## src/rtl/tern_pkg.sv

```systemverilog
package tern_pkg;
   typedef logic [1:0] trit_t;

   localparam trit_t T_NEG  = 2'b11;
   localparam trit_t T_ZERO = 2'b00;
   localparam trit_t T_POS  = 2'b01;
   localparam trit_t T_BAD  = 2'b10;

   // map the illegal code onto zero
   function automatic trit_t t_clean(input trit_t a);
      return (a == T_BAD) ? T_ZERO : a;
   endfunction

   function automatic trit_t t_neg(input trit_t a);
      return (a == T_POS) ? T_NEG : ((a == T_NEG) ? T_POS : T_ZERO);
   endfunction

   function automatic trit_t t_min(input trit_t a, input trit_t b);
      return ($signed(a) < $signed(b)) ? a : b;
   endfunction

   function automatic trit_t t_max(input trit_t a, input trit_t b);
      return ($signed(a) > $signed(b)) ? a : b;
   endfunction

   // three-input median, i.e. ternary majority
   function automatic trit_t t_maj(input trit_t a, input trit_t b, input trit_t c);
      return t_max(t_max(t_min(a, b), t_min(b, c)), t_min(a, c));
   endfunction
endpackage

```

## src/rtl/tern_phase_ctr.sv

```systemverilog
module tern_phase_ctr
   import tern_pkg::*;
#(
   parameter int ZONES = 4,
   localparam int PH_W = (ZONES > 1) ? $clog2(ZONES) : 1
) (
   input  logic             clk,
   input  logic             rst_n,
   input  logic             tick,
   output logic [PH_W-1:0]  ph,
   output logic [ZONES-1:0] zone_en
);
   localparam logic [PH_W-1:0] LAST = PH_W'(ZONES - 1);

   if (ZONES < 2) begin : g_bad_zones
      $error("tern_phase_ctr: ZONES must be at least 2");
   end

   always_ff @(posedge clk or negedge rst_n) begin
      if (!rst_n)
         ph <= '0;
      else if (tick)
         ph <= (ph == LAST) ? '0 : ph + 1'b1;
   end

   for (genvar k = 0; k < ZONES; k++) begin : g_en
      assign zone_en[k] = tick && (ph == PH_W'(k));
   end


   ph_step_chk: assert property (@(posedge clk) disable iff (!rst_n)
      tick |=> ph == (($past(ph) == LAST) ? '0 : $past(ph) + 1'b1));


   ph_hold_chk: assert property (@(posedge clk) disable iff (!rst_n)
      !tick |=> $stable(ph));
endmodule

```

## src/rtl/tern_gate.sv

```systemverilog
module tern_gate
   import tern_pkg::*;
#(
   parameter int GATE_STYLE = 0
) (
   input  trit_t w,
   input  trit_t x,
   input  trit_t q,
   output trit_t nxt
);
   trit_t wc, xc, qc;

   assign wc = t_clean(w);
   assign xc = t_clean(x);
   assign qc = t_clean(q);

   if (GATE_STYLE == 0) begin : g_majority
      trit_t inner;
      // tying one input to -1 makes a majority gate compute min;
      // tying one input to +1 makes it compute max
      assign inner = t_maj(t_neg(wc), T_NEG, qc);
      assign nxt   = t_maj(xc, T_POS, inner);
   end else if (GATE_STYLE == 1) begin : g_direct
      assign nxt = t_max(xc, t_min(t_neg(wc), qc));
   end else begin : g_bad_style
      $error("tern_gate: GATE_STYLE must be 0 or 1");
      assign nxt = T_ZERO;
   end
endmodule

```

## src/rtl/tern_in_check.sv

```systemverilog
module tern_in_check
   import tern_pkg::*;
(
   input  logic  window,
   input  trit_t w,
   input  trit_t x,
   output logic  err
);
   logic bad_ctrl, bad_data, dirty_read;

   assign bad_ctrl   = (w != T_NEG) && (w != T_POS);
   assign bad_data   = (x == T_BAD);
   assign dirty_read = (w == T_NEG) && (x != T_NEG);
   assign err        = window && (bad_ctrl || bad_data || dirty_read);
endmodule

```

## src/rtl/tern_loop_cell.sv

```systemverilog
module tern_loop_cell
   import tern_pkg::*;
#(
   parameter int ZONES      = 4,
   parameter int GATE_STYLE = 0
) (
   input  logic       clk,
   input  logic       rst_n,
   input  logic       phase_tick,
   input  logic [1:0] ctrl_w,
   input  logic [1:0] data_x,
   output logic [1:0] q,
   output logic       q_valid,
   output logic       err
);
   localparam int PH_W = (ZONES > 1) ? $clog2(ZONES) : 1;

   if (ZONES < 2) begin : g_bad_zones
      $error("tern_loop_cell: ZONES must be at least 2");
   end

   logic [PH_W-1:0]  ph;
   logic [ZONES-1:0] zone_en;
   trit_t            gate_nxt;
   trit_t            stage_q [ZONES];

   tern_phase_ctr #(.ZONES(ZONES)) u_phase (
      .clk     (clk),
      .rst_n   (rst_n),
      .tick    (phase_tick),
      .ph      (ph),
      .zone_en (zone_en)
   );

   tern_gate #(.GATE_STYLE(GATE_STYLE)) u_gate (
      .w   (ctrl_w),
      .x   (data_x),
      .q   (stage_q[ZONES-1]),
      .nxt (gate_nxt)
   );

   tern_in_check u_chk (
      .window (ph == '0),
      .w      (ctrl_w),
      .x      (data_x),
      .err    (err)
   );

   for (genvar k = 0; k < ZONES; k++) begin : g_zone
      trit_t d;
      trit_t zone_r;
      if (k == 0) begin : g_head
         assign d = gate_nxt;
      end else begin : g_body
         assign d = stage_q[k-1];
      end
      always_ff @(posedge clk or negedge rst_n) begin
         if (!rst_n)
            zone_r <= T_ZERO;
         else if (zone_en[k])
            zone_r <= d;
      end
      assign stage_q[k] = zone_r;
   end

   always_ff @(posedge clk or negedge rst_n) begin
      if (!rst_n)
         q_valid <= 1'b0;
      else if (zone_en[ZONES-1])
         q_valid <= 1'b1;
   end

   assign q = stage_q[ZONES-1];


   read_hold_chk: assert property (@(posedge clk) disable iff (!rst_n)
      (zone_en[0] && ctrl_w == T_NEG && data_x == T_NEG) |=> stage_q[0] == $past(q));


   write_load_chk: assert property (@(posedge clk) disable iff (!rst_n)
      (zone_en[0] && ctrl_w == T_POS && data_x != T_BAD) |=> stage_q[0] == $past(data_x));


   no_capture_chk: assert property (@(posedge clk) disable iff (!rst_n)
      !zone_en[0] |=> $stable(stage_q[0]));


   q_hold_chk: assert property (@(posedge clk) disable iff (!rst_n)
      !zone_en[ZONES-1] |=> $stable(q));


   q_code_chk: assert property (@(posedge clk) disable iff (!rst_n)
      q != T_BAD);


   valid_sticky_chk: assert property (@(posedge clk) disable iff (!rst_n)
      q_valid |=> q_valid);
endmodule

```

## config.mk

```make
export PLATFORM = sky130hd
export DESIGN_NAME = tern_loop_cell
export DESIGN_NICKNAME = d
export VERILOG_FILES = /design/src/rtl/tern_pkg.sv /design/src/rtl/tern_phase_ctr.sv /design/src/rtl/tern_gate.sv /design/src/rtl/tern_in_check.sv /design/src/rtl/tern_loop_cell.sv
export SDC_FILE = /design/constraint.sdc
export NUM_CORES = 1
export LEC_CHECK = 0
export CORE_MARGIN = 5
export CORE_UTILIZATION = 46
export CTS_CLUSTER_SIZE = 14
export DETAILED_ROUTE_END_ITERATION = 10
export GPL_TIMING_DRIVEN = 0
export MAX_ROUTING_LAYER = met4
export PLACE_DENSITY = 0.67
export SYNTH_ARGS = -nofsm -noshare
export SYNTH_HDL_FRONTEND = slang
export SYNTH_HIERARCHICAL = 1
export SYNTH_SLANG_ARGS = --single-unit
```

## constraint.sdc

```tcl
create_clock -name clk -period 11.2 [get_ports clk]
set_input_delay 2.24 -clock clk [delete_from_list [all_inputs] [get_ports clk]]
set_output_delay 2.24 -clock clk [all_outputs]
set_load 0.01 [all_outputs]
```

==> results of run 1 <==
==> how the worst max path moves through the flow <==
stage                     startpoint             endpoint  slack (ps)  cells past startpoint
final                      ctrl_w[0]  g_zone[0].zone_r[0]        4330                     22
after global routing       ctrl_w[0]  g_zone[0].zone_r[0]        4050                     22
after CTS                  ctrl_w[0]  g_zone[0].zone_r[0]        4300                     22
after detailed placement   ctrl_w[0]  g_zone[0].zone_r[0]        4030                     22
after global placement     ctrl_w[0]  g_zone[0].zone_r[0]        4130                     22
after floorplan            ctrl_w[1]  g_zone[0].zone_r[0]        4790                     21
==> kinds of logic (layout without fill, tap and decap cells) <==
logic type	Yosys count	in the layout	synth area share (%)
buffers and inverters	13	27	4.74
flip-flops	11	11	26.7
AND/OR/NAND/NOR	28	28	17.0
XOR/XNOR	3	3	4.01
other	2	3	0.729
multiplexers	10	10	11.9
AO/OA/AOI/OAI	18	18	14.5
adder cells (fa/ha/maj)	15	15	20.4
==> per-layer routing <==
layer  global-route usage [%]  part of all wire (%)  routed length [µm]
met3                     1.58                   1.7                  28
met5                        -                     0                   0
met1                     12.0                    44                 711
met2                     20.9                    53                 857
met4                     4.97                  0.75                  12
==> power by group through the flow <==
stage / sequential, mW / combinational [mW] / clock, mW
final: 0.0713 / 0.232 / 0.0254
after global placement: 0.0714 / 0.228 / 0
after global routing: 0.0741 / 0.258 / 0.0300
after detailed placement: 0.0726 / 0.234 / 0
after CTS: 0.0718 / 0.235 / 0.0268
after floorplan: 0.0701 / 0.190 / 0
==> registers in the layout (all words and copies together), names as in the netlist <==
register	count
g_zone.zone_r	6
q	2
u_phase/ph	2
q_valid	1
==> area by class of cell <==
type / count / area [µm²] / share of cell area, %
flip-flops and latches: 11 / 275 / 23.0
clock buffers: 4 / 26.3 / 2.20
multi-input cells: 77 / 709 / 59.4
repair buffers: 10 / 100 / 8.38
inverters: 13 / 48.8 / 4.08
well taps: 28 / 35.0 / 2.93
==> synthesized netlist by cell type (all sizes together) <==
library cell   n  area [µm²]
fa             3        60.1
xor2           1        16.3
or3b           1        8.76
ha            12         150
o21ai          5        32.5
a21o           1        7.51
a211o          1        8.76
nor2           4        22.5
and2           5        38.8
a31oi          3        33.8
a21boi         1        11.3
nor3           1        16.3
or3            1        6.26
or2            2        12.5
nand2         10        45.0
dfrtp         11         275
mux2           9         113
o31ai          1        7.51
inv           13        48.8
a21bo          1        16.3
o211ai         1        7.51
conb           2        7.51
xnor2          2        25.0
nand2b         4        25.0
mux2i          1        10.0
a21oi          3        15.0
o311ai         1        8.76
==> results.toml, run 1 <==
[detailed_routing]
drt.antenna.violating_nets = 0
via_count = 704
remaining_drc_errors = 0
first_pass_iters = 4
initialDrtViolationCount = 12
wirelength_mm = 1.61
via_per_inst = 4.92
wl_per_cell_um = 11.3

[floorplanning]
die_area_um2 = 3290
initial_utilization_pct = 47.5
rows = 17
core_um2 = 2170
die_w_um = 57.3
io_pins = 11
die_h_um = 57.3

[clock_network]
cts_hold_buf = 0
numCtsBuffers = 3
postCtsSetupBuffers = 0
cts_buffer_depth = 2
ctsRootBufferMaster = "clkbuf_4"
clock_sinks = 11
cts_tree = "yes"
clkLatencyLatePin_ps = 260
cts_resized = 0
htree_levels = 1
path_clk_slew_ps = 60

[pwr]
p_seq_share_pct = 21.7
p_comb_share_pct = 70.5
p_leak_nw = 0.552
netSwitchingFraction_pct = 43.6
powerDensity_nw_per_um2 = 275
peakVddDrop_mv = 0.165
switching_power_uw = 143
power.share.clock_pct = 7.7
power.internal_uw = 185
total_power_uw = 328

[placement]
gp_congestion = 0.730
place_ws_ps = 4030
dp_hpwl_mm = 1.37
portBuffers = 10
placed_area_um2 = 1170
dp_cells = 139

[sta]
setup_tns_ps = 0
fin_ws_ps = 4330
hold_viol_final = 0
rsz0062_at_grt = "false"
fin_skew_ps = 2.56
finalCritPeriodShare_pct = 61.3
timing.fmax_ghz = 0.146
min_period_ps = 6870
holdWs_ps = 482
setup_viol = 0
drv_slew = 0

[yosys]
ys_seq_area_share_pct = 26.7
yosysWarnings = 6
synth_area_um2 = 1030
ys_ff_latch = 11
synth.distinct_cells = 36
synth_cells = 100
syn_area_per_cell_um2 = 10.3

[min_path]
holdPathStages = 1
hp-class = "flop to flop"
holdCritStartpoint = "q_valid"
holdPathEnd = "q_valid"

[final_layout]
area_growth_pct = 16.0
n_antenna_cell = 0
final_common_cell = "ha_1"
nNetsFinal = 138
instances_no_fill = 143
fin_util_pct = 55.1
fillers = 204
design_area_um2 = 1190
drive_gt1_share_pct = 20.0
layout_common_cells = "12 x ha_1, 11 x dfrtp_1, 11 x inv_1, 10 x clkdlybuf4s50_1, 9 x nand2_1"

[setup_path]
cpLargestDelayFamily = "adder cells"
path_buf_inv = 4
worstPathMaxFanout = 4
cp.required_ps = 11340
worst_r2r_path_depth = 22
timing.rr.start = "q[0]"
end_kind = "flop"
crit_path_frequent_cell = "ha_1"
crit_slowest_cell = "clkdlybuf4s50_1"
worst-endpoint-arrival_ps = 7010
r2r_slack_ps = 6420
path_class = "input pin to flop"
cpPeakStageDelay_ps = 520
worstPathCellList = "clkdlybuf4s50_1 > nand2b_1 > fa_1 > mux2_4 > ha_1 > a21boi_2 > nor2_4 > inv_1 > ha_1 > inv_1 > ha_1 > xor2_2 > xnor2_2 > nand2_1 > mux2i_1 > ha_1 > inv_1 > fa_1 > nand2_4 > a211o_1 > o311ai_1 > mux2_1"
worstReg2RegEnd = "g_zone[0].zone_r[0]"
crit_path_start_kind = "input pin"

[grt]
overflow = 0
grt_max_degree = 12
antenna_found_initial = 0
grt_pass1_wl_mm = 2.92
grt_pass1_vias = 721
grtUsageTotal_pct = 11.4

[status]
status = "finished clean"

[flow_run]
max_cap_violations = 0
No activity file was read; power rests on OpenSTA's default activity.
==> inputs of run 2 (changes only) <==
Clock period 11.2 ns to 6.8 ns, I/O delays scaled along.
==> results of run 2 <==
Same layout as run 1 (identical final DEF). Status: finished clean.
Among the figures that moved: setup slack after placement 4030 ps -> 506 ps; setup slack after layout 4330 ps -> 813 ps; register-to-register setup slack 6420 ps -> 2020 ps; total power 0.328 mW -> 0.541 mW; worst IR drop on VDD 0.165 mV -> 0.272 mV
